===== src/rtl/cmt_pkg.sv =====
package cmt_pkg;

   localparam int BIT_MATCH    = 15;
   localparam int BIT_OVF      = 14;
   localparam int BIT_PERIODIC = 8;
   localparam int BIT_IRQ_EN   = 7;
   localparam int ROUTE_LSB    = 4;
   localparam int SEL_LSB      = 0;

   // Widest divide ratio is 128, so the prescaler needs 7 bits.
   localparam int PRESC_W = 7;

   typedef enum logic [1:0] {
      ROUTE_NONE = 2'd0,
      ROUTE_DMA  = 2'd1,
      ROUTE_IRQ  = 2'd2,
      ROUTE_RSVD = 2'd3
   } route_e;

   typedef enum logic [1:0] {
      REG_CSR = 2'd0,
      REG_CNT = 2'd1,
      REG_CMP = 2'd2,
      REG_RUN = 2'd3
   } reg_e;

   typedef struct packed {
      logic       periodic;
      logic       irq_en;
      route_e     route;
      logic [2:0] sel;
   } ctrl_t;

   // Returns {valid, terminal prescaler count} for a tick select value.
   function automatic logic [PRESC_W:0] tick_term(input logic [2:0] sel);
      case (sel)
         3'd4:    return {1'b1, 7'd7};
         3'd5:    return {1'b1, 7'd31};
         3'd6:    return {1'b1, 7'd127};
         3'd7:    return {1'b1, 7'd0};
         default: return {1'b0, 7'd0};
      endcase
   endfunction

endpackage


===== src/rtl/cmt_tick_sync.sv =====
module cmt_tick_sync #(
   parameter int STAGES = 2
) (
   input  logic clk_i,
   input  logic rst_ni,
   input  logic async_i,
   output logic edge_o
);

   initial begin
      AST_CFG_SYNC_DEPTH: assert (STAGES >= 2);
   end

   logic [STAGES-1:0] sync_q;
   logic              prev_q;

   always_ff @(posedge clk_i or negedge rst_ni) begin
      if (!rst_ni) begin
         sync_q <= '0;
         prev_q <= 1'b0;
      end else begin
         sync_q <= {sync_q[STAGES-2:0], async_i};
         prev_q <= sync_q[STAGES-1];
      end
   end

   assign edge_o = sync_q[STAGES-1] & ~prev_q;

   AST_EDGE_SINGLE: assert property (@(posedge clk_i) disable iff (!rst_ni)
      edge_o |=> !edge_o);

endmodule


===== src/rtl/cmt_prescaler.sv =====
module cmt_prescaler
   import cmt_pkg::*;
(
   input  logic       clk_i,
   input  logic       rst_ni,
   input  logic       run_i,
   input  logic       edge_i,
   input  logic [2:0] sel_i,
   output logic       tick_o
);

   logic [PRESC_W-1:0] presc_q;
   logic [PRESC_W-1:0] term;
   logic               valid;
   logic               wrap;

   assign {valid, term} = tick_term(sel_i);
   assign wrap          = run_i && edge_i && valid && (presc_q >= term);

   always_ff @(posedge clk_i or negedge rst_ni) begin
      if (!rst_ni)
         presc_q <= '0;
      else if (!run_i)
         presc_q <= '0;
      else if (edge_i && valid)
         presc_q <= wrap ? '0 : presc_q + 1'b1;
   end

   assign tick_o = wrap;

   AST_PRESC_CLEARED_STOPPED: assert property (@(posedge clk_i) disable iff (!rst_ni)
      !run_i |=> (presc_q == '0));

endmodule


===== src/rtl/cmt_counter.sv =====
module cmt_counter #(
   parameter int CNT_W = 32
) (
   input  logic             clk_i,
   input  logic             rst_ni,
   input  logic             tick_i,
   input  logic             slow_edge_i,
   input  logic             periodic_i,
   input  logic [CNT_W-1:0] cmp_i,
   input  logic             cnt_wr_i,
   input  logic [CNT_W-1:0] cnt_wdata_i,
   input  logic             flag_wr_i,
   input  logic             match_keep_i,
   input  logic             ovf_keep_i,
   output logic [CNT_W-1:0] cnt_o,
   output logic             match_o,
   output logic             ovf_o
);

   logic [CNT_W-1:0] cnt_q;
   logic [CNT_W-1:0] pend_val_q;
   logic [1:0]       pend_q;
   logic             load;
   logic             hit;
   logic             match_q;
   logic             ovf_q;
   logic             match_set;
   logic             ovf_set;

   assign load      = slow_edge_i && (pend_q == 2'd1) && !cnt_wr_i;
   assign hit       = (cnt_q == cmp_i);
   assign match_set = tick_i && !load && hit;
   assign ovf_set   = tick_i && !load && !periodic_i && (&cnt_q);

   always_ff @(posedge clk_i or negedge rst_ni) begin
      if (!rst_ni) begin
         pend_q     <= 2'd0;
         pend_val_q <= '0;
      end else if (cnt_wr_i) begin
         pend_q     <= 2'd2;
         pend_val_q <= cnt_wdata_i;
      end else if (slow_edge_i && pend_q != 2'd0) begin
         pend_q     <= pend_q - 2'd1;
      end
   end

   always_ff @(posedge clk_i or negedge rst_ni) begin
      if (!rst_ni)
         cnt_q <= '0;
      else if (load)
         cnt_q <= pend_val_q;
      else if (tick_i)
         cnt_q <= (periodic_i && hit) ? '0 : cnt_q + 1'b1;
   end

   always_ff @(posedge clk_i or negedge rst_ni) begin
      if (!rst_ni) begin
         match_q <= 1'b0;
         ovf_q   <= 1'b0;
      end else begin
         match_q <= match_set | (match_q & ~(flag_wr_i & ~match_keep_i));
         ovf_q   <= ovf_set   | (ovf_q   & ~(flag_wr_i & ~ovf_keep_i));
      end
   end

   assign cnt_o   = cnt_q;
   assign match_o = match_q;
   assign ovf_o   = ovf_q;

   AST_FROZEN_NO_TICK: assert property (@(posedge clk_i) disable iff (!rst_ni)
      (!tick_i && !load) |=> $stable(cnt_q));
   AST_MATCH_NEEDS_TICK: assert property (@(posedge clk_i) disable iff (!rst_ni)
      $rose(match_q) |-> $past(tick_i));
   AST_OVF_LANDS_ZERO: assert property (@(posedge clk_i) disable iff (!rst_ni)
      $rose(ovf_q) |-> (cnt_q == '0));
   AST_LOAD_NOT_NEXT: assert property (@(posedge clk_i) disable iff (!rst_ni)
      cnt_wr_i |=> !load);

endmodule


===== src/rtl/cmp_match_timer.sv =====
module cmp_match_timer
   import cmt_pkg::*;
#(
   parameter int DATA_W      = 32,
   parameter int CNT_W       = 32,
   parameter int ADDR_W      = 4,
   parameter int RUN_BIT     = 0,
   parameter int SYNC_STAGES = 2
) (
   input  logic              clk_i,
   input  logic              rst_ni,
   input  logic              slow_clk_i,
   input  logic [ADDR_W-1:0] bus_addr_i,
   input  logic              bus_wr_i,
   input  logic [DATA_W-1:0] bus_wdata_i,
   output logic [DATA_W-1:0] bus_rdata_o,
   output logic              irq_o,
   output logic              dma_req_o
);

   initial begin
      AST_CFG_DATA_W: assert (DATA_W >= 16);
      AST_CFG_CNT_W:  assert (CNT_W >= 2 && CNT_W <= DATA_W);
      AST_CFG_ADDR_W: assert (ADDR_W >= 4);
      AST_CFG_RUN:    assert (RUN_BIT >= 0 && RUN_BIT < DATA_W);
   end

   reg_e             reg_sel;
   ctrl_t            ctrl_q;
   logic [CNT_W-1:0] cmp_q;
   logic             run_q;
   logic             slow_edge;
   logic             tick;
   logic [CNT_W-1:0] cnt;
   logic             match;
   logic             ovf;
   logic             wr_csr;
   logic             wr_cnt;
   logic [DATA_W-1:0] cnt_ext;
   logic [DATA_W-1:0] cmp_ext;
   logic             unused_bits;

   assign reg_sel     = reg_e'(bus_addr_i[3:2]);
   assign wr_csr      = bus_wr_i && (reg_sel == REG_CSR);
   assign wr_cnt      = bus_wr_i && (reg_sel == REG_CNT);
   assign unused_bits = ^{bus_addr_i, bus_wdata_i};

   always_ff @(posedge clk_i or negedge rst_ni) begin
      if (!rst_ni) begin
         ctrl_q <= '0;
         cmp_q  <= '0;
         run_q  <= 1'b0;
      end else if (bus_wr_i) begin
         case (reg_sel)
            REG_CSR: begin
               ctrl_q.periodic <= bus_wdata_i[BIT_PERIODIC];
               ctrl_q.irq_en   <= bus_wdata_i[BIT_IRQ_EN];
               ctrl_q.route    <= route_e'(bus_wdata_i[ROUTE_LSB +: 2]);
               ctrl_q.sel      <= bus_wdata_i[SEL_LSB +: 3];
            end
            REG_CMP: cmp_q <= bus_wdata_i[CNT_W-1:0];
            REG_RUN: run_q <= bus_wdata_i[RUN_BIT];
            default: ;
         endcase
      end
   end

   cmt_tick_sync #(.STAGES(SYNC_STAGES)) u_sync (
      .clk_i   (clk_i),
      .rst_ni  (rst_ni),
      .async_i (slow_clk_i),
      .edge_o  (slow_edge)
   );

   cmt_prescaler u_presc (
      .clk_i  (clk_i),
      .rst_ni (rst_ni),
      .run_i  (run_q),
      .edge_i (slow_edge),
      .sel_i  (ctrl_q.sel),
      .tick_o (tick)
   );

   cmt_counter #(.CNT_W(CNT_W)) u_cnt (
      .clk_i        (clk_i),
      .rst_ni       (rst_ni),
      .tick_i       (tick),
      .slow_edge_i  (slow_edge),
      .periodic_i   (ctrl_q.periodic),
      .cmp_i        (cmp_q),
      .cnt_wr_i     (wr_cnt),
      .cnt_wdata_i  (bus_wdata_i[CNT_W-1:0]),
      .flag_wr_i    (wr_csr),
      .match_keep_i (bus_wdata_i[BIT_MATCH]),
      .ovf_keep_i   (bus_wdata_i[BIT_OVF]),
      .cnt_o        (cnt),
      .match_o      (match),
      .ovf_o        (ovf)
   );

   generate
      if (CNT_W < DATA_W) begin : g_pad
         assign cnt_ext = {{(DATA_W-CNT_W){1'b0}}, cnt};
         assign cmp_ext = {{(DATA_W-CNT_W){1'b0}}, cmp_q};
      end else begin : g_full
         assign cnt_ext = cnt;
         assign cmp_ext = cmp_q;
      end
   endgenerate

   always_comb begin
      bus_rdata_o = '0;
      case (reg_sel)
         REG_CSR: begin
            bus_rdata_o[BIT_MATCH]         = match;
            bus_rdata_o[BIT_OVF]           = ovf;
            bus_rdata_o[BIT_PERIODIC]      = ctrl_q.periodic;
            bus_rdata_o[BIT_IRQ_EN]        = ctrl_q.irq_en;
            bus_rdata_o[ROUTE_LSB +: 2]    = ctrl_q.route;
            bus_rdata_o[SEL_LSB +: 3]      = ctrl_q.sel;
         end
         REG_CNT: bus_rdata_o = cnt_ext;
         REG_CMP: bus_rdata_o = cmp_ext;
         REG_RUN: bus_rdata_o[RUN_BIT] = run_q;
         default: ;
      endcase
   end

   assign irq_o     = match && ctrl_q.irq_en && (ctrl_q.route == ROUTE_IRQ);
   assign dma_req_o = match && (ctrl_q.route == ROUTE_DMA);

   AST_REQ_ONE_HOT: assert property (@(posedge clk_i) disable iff (!rst_ni)
      $onehot0({irq_o, dma_req_o}));
   AST_CSR_ZERO_DROPS_REQ: assert property (@(posedge clk_i) disable iff (!rst_ni)
      (wr_csr && bus_wdata_i[15:0] == 16'h0 && !tick) |=> (!irq_o && !dma_req_o));

endmodule


===== config.mk =====
export PLATFORM = sky130hd
export DESIGN_NAME = cmp_match_timer
export DESIGN_NICKNAME = d
export VERILOG_FILES = /design/src/rtl/cmt_pkg.sv /design/src/rtl/cmt_tick_sync.sv /design/src/rtl/cmt_prescaler.sv /design/src/rtl/cmt_counter.sv /design/src/rtl/cmp_match_timer.sv
export SDC_FILE = /design/constraint.sdc
export NUM_CORES = 1
export LEC_CHECK = 0
export BUFFER_PORTS_ARGS = -buffer_cell sky130_fd_sc_hd__buf_4
export CORE_AREA = 2 2 168 170
export CTS_BUF_LIST = sky130_fd_sc_hd__clkbuf_4 sky130_fd_sc_hd__clkbuf_8 sky130_fd_sc_hd__clkbuf_16
export DETAILED_ROUTE_END_ITERATION = 12
export DIE_AREA = 0 0 170 172
export HOLD_SLACK_MARGIN = 0.05
export PLACE_DENSITY_LB_ADDON = 0.2
export RECOVER_POWER = 50
export SLEW_MARGIN = 30
export SYNTH_ARGS = -nofsm -noshare
export SYNTH_HDL_FRONTEND = slang
export SYNTH_SLANG_ARGS = --single-unit

===== constraint.sdc =====
create_clock -name clk_i -period 3.6 [get_ports clk_i]
set_input_delay 0.18 -clock clk_i [delete_from_list [all_inputs] [get_ports clk_i]]
set_output_delay 0.18 -clock clk_i [all_outputs]
set_load 0.005 [all_outputs]

**Word level (Yosys, flattened, before mapping)**

Index checks and enable logic that the tools add are counted.

- Reduce and logical (&&, ||, !) cells: 28
- Magnitude comparators: 1
- Add/sub/neg operators: 3
- Eq/ne operators: 12
- Shifts and indexed selects: 0
- Multipliers: 0
- Bitwise logic cells: 12
- Multiplexer cells: 18
- Divide/modulo/power cells: 0

Operators with widths:

| operator | number |
|---|---|
| 32-bit 2-to-1 mux | 3 |
| 32-bit by 1-bit adder with 32-bit output, second input constant | 1 |
| 32-bit equality test | 1 |
| 16-bit one-hot mux with 2 select lines | 1 |
| 8-bit one-hot mux with 4 select lines | 1 |
| 32-bit AND reduction | 1 |
| 2-bit one-hot mux with 3 select lines | 4 |
| 7-bit 2-to-1 mux | 3 |
| 1-bit logical AND | 17 |
| 3-bit equality test, second input constant | 4 |
| 5-bit one-hot mux with 2 select lines | 1 |
| 7-bit by 1-bit adder with 7-bit output, second input constant | 1 |
| 7-bit >= comparator | 1 |
| 2-bit by 1-bit equality test with 1-bit output, second input constant | 3 |
| 2-bit equality test, second input constant | 3 |
| 2-bit AND reduction | 3 |
| 2-bit nonzero test | 3 |
| 1-bit AND | 5 |
| 1-bit NOT | 5 |
| 2-bit 2-to-1 mux | 2 |
| 1-bit one-hot mux with 2 select lines | 2 |
| 1-bit one-hot mux with 4 select lines | 1 |
| 1-bit zero test | 3 |
| 2-bit zero test | 1 |
| other kinds (3) | 4 |

- Output and inout port bits: 34
- Register bits: 118
- Bits in latches: 0
- Memories kept: 0
- Word-level logic and storage cells: 88
- Bits of input ports: 40
- Memory bits (read-only): 0
- RAM bits: 0

**Longest topological paths before layout**

Gate-level depths: netlist (run 1).

- Depth after elaboration: 9
- Mapped depth: 12
- Gate-level depth less buffers: 10

**Modules after synthesis**

A second synthesis (run 1) with hierarchy kept.

- Cells, all modules: 622
- Area, all modules: 6707.7 um^2

By module, submodules not included:

| module | instances | sequential area each (um^2) | cells each | area each (um^2) |
|---|---|---|---|---|
| cmt_counter | 1 | 1701.6 | 380 | 3812.4 |
| cmp_match_timer | 1 | 1001.0 | 175 | 2225.9 |
| cmt_prescaler | 1 | 175.2 | 63 | 580.6 |
| cmt_tick_sync | 1 | 75.1 | 4 | 88.8 |

**Worst setup path before layout (run 1)**

Ideal clock, no wire load.

- Path kind: register to register
- From: register ctrl_q[1] (netlist name)
- To: register u_cnt.cnt_q[4], in the netlist u_cnt.cnt_o[4]
- Period minus slack after synthesis: 2.377 ns
- Cell stages (with the launch flop): 11
- Setup time: 0.130 ns
- Data arrival time: 2.247 ns
- Buffers on the path: 1
- Slack: 1.223 ns
- Data required time: 3.470 ns
- Cell sequence: dfrtp_1 xor2_1 nand2_1 ha_1 a21o_1 a221o_1 a31oi_2 nor2_1 clkbuf_1 a32oi_1 o31ai_2

- Cells in the longest elaborated chain, start to end: 5
- Elaborated cells between the ends (all ways): 9
- Those cells by class: order compare (1); eq/ne (4); mux (1); reduce/logical (3)

Ends and longest elaborated chain:

| element | RTL line | text |
|---|---|---|
| start: declaration | cmp_match_timer.sv:29 | `ctrl_t ctrl_q;` |
| 3-bit equality test | cmt_pkg.sv:36 | `case (sel)` |
| 8-bit one-hot mux with 4 select lines (*) | cmt_pkg.sv:36 |  |
| 7-bit >= comparator / 1-bit logical AND (equally long branches) | cmt_prescaler.sv:18 | `assign wrap = run_i && edge_i && valid && (presc_q >= term);` |
| 1-bit logical AND (*) | cmt_prescaler.sv:18 |  |
| 2-bit nonzero test (no line) (*) | -- |  |
| end signal: assignment | cmt_counter.sv:51 | `cnt_q <= pend_val_q;` |
| end signal: assignment | cmt_counter.sv:53 | `cnt_q <= (periodic_i && hit) ? '0 : cnt_q + 1'b1;` |
| end: declaration | cmt_counter.sv:20 | `logic [CNT_W-1:0] cnt_q;` |

Every way passes the cells marked *; elsewhere a longest branch is shown, timed or not.
A chain may end at the register's enable or synchronous reset.

**Worst setup path in the final report (run 1)**

Ends and elaborated chain as after synthesis.

==> metrics.csv, run 1 <==
metric;value;unit
status;complete, but fails checks;
Worst path max stage delay;0.43;ns
1st-iter DRT viols;420;
pwr dens;587.3;nW/µm²
Post-CTS Resized;0;
failing checks;max-capacitance violations, max-slew violations;
Mean Syn Cell Area;10.11;µm²
first-pass GRT wire length;32970;µm
leak pwr;3.474;nW
Max Buffers Root-to-Sink;2;
post-detail-place hpwl;13940;µm
WP data required;3.90;ns
Critical Path, Cell by Cell;xor2_1, nand2_1, ha_1, a21o_1, a221o_1, a31oi_2, nor2_1, buf_4, a32oi_1, o31ai_2;
fillers;2893;
wire per inst;19.00;µm
detailed-route vias per instance;4.901;
DRC errors left;0;
commonest non-fill, non-tap cells in the layout;dfrtp_1 (118), buf_4 (81), mux2_2 (72), nand2_1 (40), a21oi_1 (40);
max-slew violations;119;
min-delay worst type;input pin to register;
Arr. time, crit path;3.06;ns
Worst slew margin;-0.1601;
initial antenna violation count;1;
#FFs+latches synth;118;
Area Overhead vs Synth;26.83;%
worst-case reg-to-reg path depth;10;
Initial Util;0.2454;
Setup CP Type;register to register;
vias in the first global route;5453;
RD Place Congestion;0.7778;
Worst path slowest cell;dfrtp_1;
register area share after synthesis;0.4379;
multi-input logic area;3517;µm²
crit path launch;ctrl_q[1];
Setup Viol. Count Final;0;
worst r2r src;ctrl_q[1];
Yosys warning count;0;
Final period util;0.7655;
Port Buffers;71;
Final #Nets;813;
achievable frequency;362.9;MHz
RSZ-0062 raised after global routing;false;
largest net degree at the start of global routing;119;
share of layout cells above drive strength 1;0.2653;
Final ANT Viol Nets;0;
Root Driver;clkbuf_16;
total routed wirelength;21180;µm
drt first pass iters;5;
Tot GR Track Use;0.1492;
diode count;0;
Post-Synthesis Cells;667;
largest fanout on the critical path;19;
commonest non-fill, non-tap cell in the layout;dfrtp_1;
width of the die;170;µm
syn_nets;724;
Vias;5465;
Clock Latency Late Sink;0.43;ns
final core utilization;0.3112;
IO Pins;74;
CP Capture Point;u_cnt.cnt_o[4];
Hold Fails Final Rpt;0;
min Tclk post-route;2.756;ns
CP endpoint kind;register;
maximum vdd drop;0.3327;mV
Clock Skew;0.01479;ns
Num CTS Buffers;17;
Sequential Area;2953;µm²
Post-Layout Cell Count;1115;
die area;29240;µm²
Reg2Reg Setup Slack;0.84;ns
Post-CTS Hold Buffers;35;
placed insts;1048;
clock sink count;118;
CTS tree;yes;
Reg clk slew, reported paths;0.06;ns
setup bufs post-CTS;0;
total congestion overflow;0;
Cell variety after synth;52;
Least-Margin Pin Slew;1.740;ns
Core ar.;27480;µm²
Die Y;172;µm
setup_tns;0;ns
Reg-to-Reg End;u_cnt.cnt_o[4];
nature of the critical path startpoint;register;
synthesized area;6743;µm²
maxcap violations;1;
number of cell rows;61;
CTS HTree Levels;4;
==> cell families after synthesis <==
| group | Yosys count | share of synthesized area |
|---|---|---|
| and+or+nand+nor | 215 | 0.1755 |
| AOI/OAI and AO/OA | 148 | 0.1449 |
| DFF | 118 | 0.4379 |
| muxes | 73 | 0.1217 |
| buffers and inverters | 61 | 0.04064 |
| xor gates and xnor gates | 35 | 0.04769 |
| adders and majority gates | 17 | 0.03155 |
==> state kept, by name, summed over array words and instances (netlist names) <==
signal,flops
u_presc.presc_q,7
u_cnt.match_o,1
u_sync.sync_q,2
run_q,1
u_cnt.cnt_o,32
ctrl_q,7
u_cnt.pend_q,2
u_cnt.ovf_o,1
u_cnt.pend_val_q,32
cmp_ext,32
u_sync.prev_q,1
==> worst min path at each step <==
stage               slack [ns]  cells past startpoint           from                to
global route              0.35                      4  bus_addr_i[3]             run_q
floorplan                -0.12                      0         rst_ni        cmp_ext[0]
finish                    0.33                      4  bus_addr_i[3]             run_q
detailed placement        0.30                      1     slow_clk_i  u_sync.sync_q[0]
CTS                       0.31                      4  bus_addr_i[3]             run_q
global placement          0.30                      1     slow_clk_i  u_sync.sync_q[0]
==> Yosys cell counts, drive strengths merged <==
| master | instances | area (µm²) |
|---|---|---|
| o21ai | 39 | 195.2 |
| or2 | 3 | 18.77 |
| o31ai | 3 | 27.52 |
| o311ai | 1 | 8.760 |
| and4b | 1 | 10.01 |
| a32oi | 17 | 148.9 |
| o41ai | 1 | 8.760 |
| dfrtp | 118 | 2953 |
| nand3b | 2 | 15.01 |
| a21oi | 40 | 200.2 |
| a22oi | 23 | 172.7 |
| nand3 | 22 | 122.6 |
| nand4 | 20 | 131.4 |
| clkbuf | 29 | 108.9 |
| mux2i | 1 | 10.01 |
| a21o | 1 | 7.510 |
| and3 | 9 | 56.30 |
| inv | 9 | 33.78 |
| a221o | 1 | 10.01 |
| a31oi | 7 | 50.05 |
| a311oi | 1 | 15.01 |
| a21boi | 1 | 7.510 |
| and2 | 16 | 100.1 |
| nor4 | 16 | 130.1 |
| a311o | 1 | 10.01 |
| xnor2 | 33 | 304.0 |
| a222oi | 9 | 90.09 |
| nand4b | 1 | 8.760 |
| mux2 | 72 | 810.8 |
| nor3 | 17 | 85.08 |
| buf | 23 | 131.4 |
| and4 | 5 | 43.79 |
| nor2b | 26 | 162.7 |
| ha | 17 | 212.7 |
| nand2b | 3 | 18.77 |
| nand2 | 40 | 150.1 |
| xor2 | 2 | 17.52 |
| a211oi | 2 | 15.01 |
| nor2 | 34 | 130.1 |
| a32o | 1 | 10.01 |
==> area by class of cell <==
| type | count | share of cell area |
|---|---|---|
| Tap cell | 346 | 0.05062 |
| Inverter | 9 | 0.003950 |
| Clock inverter | 13 | 0.01829 |
| Sequential cell | 118 | 0.3453 |
| Multi-Input combinational cell | 488 | 0.4113 |
| Clock buffer | 19 | 0.05223 |
| Timing Repair Buffer | 122 | 0.1184 |
==> per-layer routing <==
layer / wire, µm / GRT usage / part of all wire
met1: 10650 / 0.2127 / 0.50
met2: 9570 / 0.2311 / 0.45
met3: 662 / 0.02747 / 0.031
met4: 299 / 0.04236 / 0.014
met5: 0 / 0 / 0
==> report_power, final <==
| group | leakage, nW | total (mW) | switching, mW | internal, mW |
|---|---|---|---|---|
| clock | 0.296 | 1.77 | 0.659 | 1.11 |
| sequential | 1.40 | 2.04 | 0.409 | 1.63 |
| combinational | 1.78 | 1.22 | 0.611 | 0.607 |
==> through the flow <==
stage | area (µm²) | power (mW) | hold WS, ns | worst slack (ns)
after floorplan | 6743 | 2.765 | -0.1156 | 1.223
after global placement | 7615 | 3.257 | 0.2952 | 0.8706
after detailed placement | 7615 | 3.263 | 0.2952 | 0.8831
after CTS | 8568 | 5.083 | 0.3146 | 0.8662
after global routing | 8552 | 5.312 | 0.3459 | 0.6539
final | 8552 | 5.023 | 0.3309 | 0.8441
==> worst max-delay path: cells and delay by family, from the launching register on <==
family	cells	cell delay, ns
AOI/OAI and AO/OA	5	1.20
adders and majority gates	1	0.30
xor gates and xnor gates	1	0.17
DFF	1	0.43
and+or+nand+nor	2	0.26
buffers and inverters	1	0.26
(Power assumes the default switching activity.)
==> run 2, diff against run 1 <==
- clock period: 3.6 -> 2.8 ns (I/O delays scaled with it)
==> run 2 against run 1 <==
Compared with the run above: the run now ends clean; flip-flop and latch count unchanged; utilization up 0.67 points; hold slack worse by 0.095 ns; count of clock-buffer cells in the layout unchanged; non-clock buffer count up 10; fmax up 4.3%; total power up 37%; global-route usage up 0.54 points; first-iteration DRC count down 19%; clock power up 49%; setup slack worse by 0.69 ns; critical endpoint is now u_cnt.cnt_o[28].
==> metrics.csv, run 2 (synthesis results as in run 1) <==
metric;value;unit;change
status;finished clean;;
commonest non-fill, non-tap cells in the layout;dfrtp_1 (118), buf_4 (87), mux2_2 (72), nand2_1 (40), a21oi_1 (40);;
post-detail-place hpwl;14450;µm;+3.7%
die area;29240;µm²;unchanged
Clock Latency Late Sink;0.43;ns;about the same
Core ar.;27480;µm²;unchanged
Reg clk slew, reported paths;0.06;ns;about the same
pwr dens;787.7;nW/µm²;+34%
leak pwr;3.571;nW;+2.8%
CTS HTree Levels;4;;unchanged
Final period util;0.9437;;+0.1781
Num CTS Buffers;17;;unchanged
share of layout cells above drive strength 1;0.2734;;+0.008148
total congestion overflow;0;;unchanged
placed insts;1058;;+0.95%
Initial Util;0.2454;;unchanged
number of cell rows;61;;unchanged
total routed wirelength;21490;µm;+1.5%
design area;8737;µm²;+2.2%
clock sink count;118;;unchanged
min Tclk post-route;2.642;ns;-0.1136 ns
setup bufs post-CTS;0;;unchanged
Arr. time, crit path;3.00;ns;-0.06 ns
diode count;0;;unchanged
Clock Skew;0.008100;ns;-0.006686 ns
achievable frequency;378.5;MHz;+4.3%
Worst slew margin;0.09483;;+0.2550
maximum vdd drop;0.2968;mV;-11%
worst hold slack;0.2355;ns;-0.09541 ns
first-pass GRT wire length;33980;µm;+3.1%
vias in the first global route;5726;;+5.0%
largest fanout on the critical path;12;;-7
Root Driver;clkbuf_16;;
fillers;2876;;-0.59%
Final ANT Viol Nets;0;;unchanged
min-delay worst type;input pin to asynchronous set/reset pin;;
DRC errors left;0;;unchanged
Setup CP Type;register to register;;
IO Pins;74;;unchanged
multi-input logic area;3526;µm²;+0.25%
initial antenna violation count;0;;-1
Tot GR Track Use;0.1546;;+0.005351
Area Overhead vs Synth;29.58;%;
Place WS;0.1523;ns;-0.7308 ns
Worst Slack Setup Final;0.1577;ns;-0.6864 ns
Port Buffers;71;;unchanged
width of the die;170;µm;unchanged
drt first pass iters;5;;unchanged
Sequential Area;2953;µm²;unchanged
final core utilization;0.3180;;+0.006739
RD Place Congestion;0.7721;;-0.73%
nature of the critical path startpoint;register;;
detailed-route vias per instance;4.983;;+1.7%
Tot Pwr;6.882;mW;+37%
Max Buffers Root-to-Sink;2;;unchanged
Die Y;172;µm;unchanged
1st-iter DRT viols;340;;-19%
wire per inst;19.10;µm;+0.57%
Post-Layout Cell Count;1125;;+0.90%
CTS tree;yes;;
CP endpoint kind;register;;
Least-Margin Pin Slew;1.358;ns;-0.3824 ns
largest net degree at the start of global routing;52;;-56%
Setup Viol. Count Final;0;;unchanged
setup_tns;0;ns;unchanged
Vias;5606;;+2.6%
maxcap violations;0;;-1
commonest non-fill, non-tap cell in the layout;dfrtp_1;;
max-slew violations;0;;-100%
Hold Fails Final Rpt;0;;unchanged
WP data required;3.16;ns;-0.74 ns
Final #Nets;823;;+1.2%
Post-DP Area;7702;µm²;+1.2%
## run 2: changes by cell type in the layout (fill, tap and decap cells not counted), sizes merged
cell / change
clkbuf: +3
clkinvlp: -1
clkinv: -3
buf: +7
bufinv: +4
## run 2: where the power goes
part / internal [mW] / leakage [nW] / total (mW) / switching, mW
logic: 0.824 / 1.83 / 1.67 / 0.846
registers: 2.09 / 1.40 / 2.57 / 0.479
clock network: 1.80 / 0.343 / 2.64 / 0.837
total: 4.72 / 3.57 / 6.88 / 2.16
## run 2: layer usage
metal | up-vias | global-route usage | part of all wire
met5 | - | 0 | 0
met3 | 23 | 0.02747 | 0.037
met2 | 126 | 0.2424 | 0.46
met1 | 2799 | 0.2147 | 0.49
li1 | 2658 | - | -
met4 | 0 | 0.05388 | 0.017
## run 2: worst max-delay path, stage by stage (launching register included)
cell	delay [ns]
dfrtp_1	0.44
xor2_1	0.18
nand2_1	0.10
ha_1	0.30
a21o_1	0.19
a221o_1	0.37
a31oi_4	0.26
nand2b_1	0.26
buf_4	0.25
a21oi_1	0.09
a21oi_1	0.14
## run 2: cell type report
class / count / share of cell area
multi-input cells: 488 / 0.4036
flip-flops and latches: 118 / 0.3380
repair buffers: 132 / 0.1246
clock buffers: 19 / 0.05184
well taps: 346 / 0.04955
clock inverters: 13 / 0.02864
inverters: 9 / 0.003867
## run 2: path summary, 6_finish.rpt
kind / from / end / slack (ns) / depth (start not counted)
max: ctrl_q[1] / u_cnt.cnt_o[28] / 0.16 / 10
min: rst_ni / u_sync.sync_q[0] / 0.24 / 2
max reg2reg: ctrl_q[1] / u_cnt.cnt_o[28] / 0.16 / 10
min reg2reg: u_sync.sync_q[0] / u_sync.sync_q[1] / 0.35 / 0
max in group asynchronous: rst_ni / u_cnt.pend_val_q[19] / 0.87 / 3
min in group clk_i: bus_addr_i[3] / run_q / 0.29 / 4
## run 2: timing repair
item | in CTS | in global routing
hold buffers | 35 | 0
resized for setup | 0 | 1
endpoints found under the hold margin | 110 | 0
setup endpoints to repair | 0 | 13
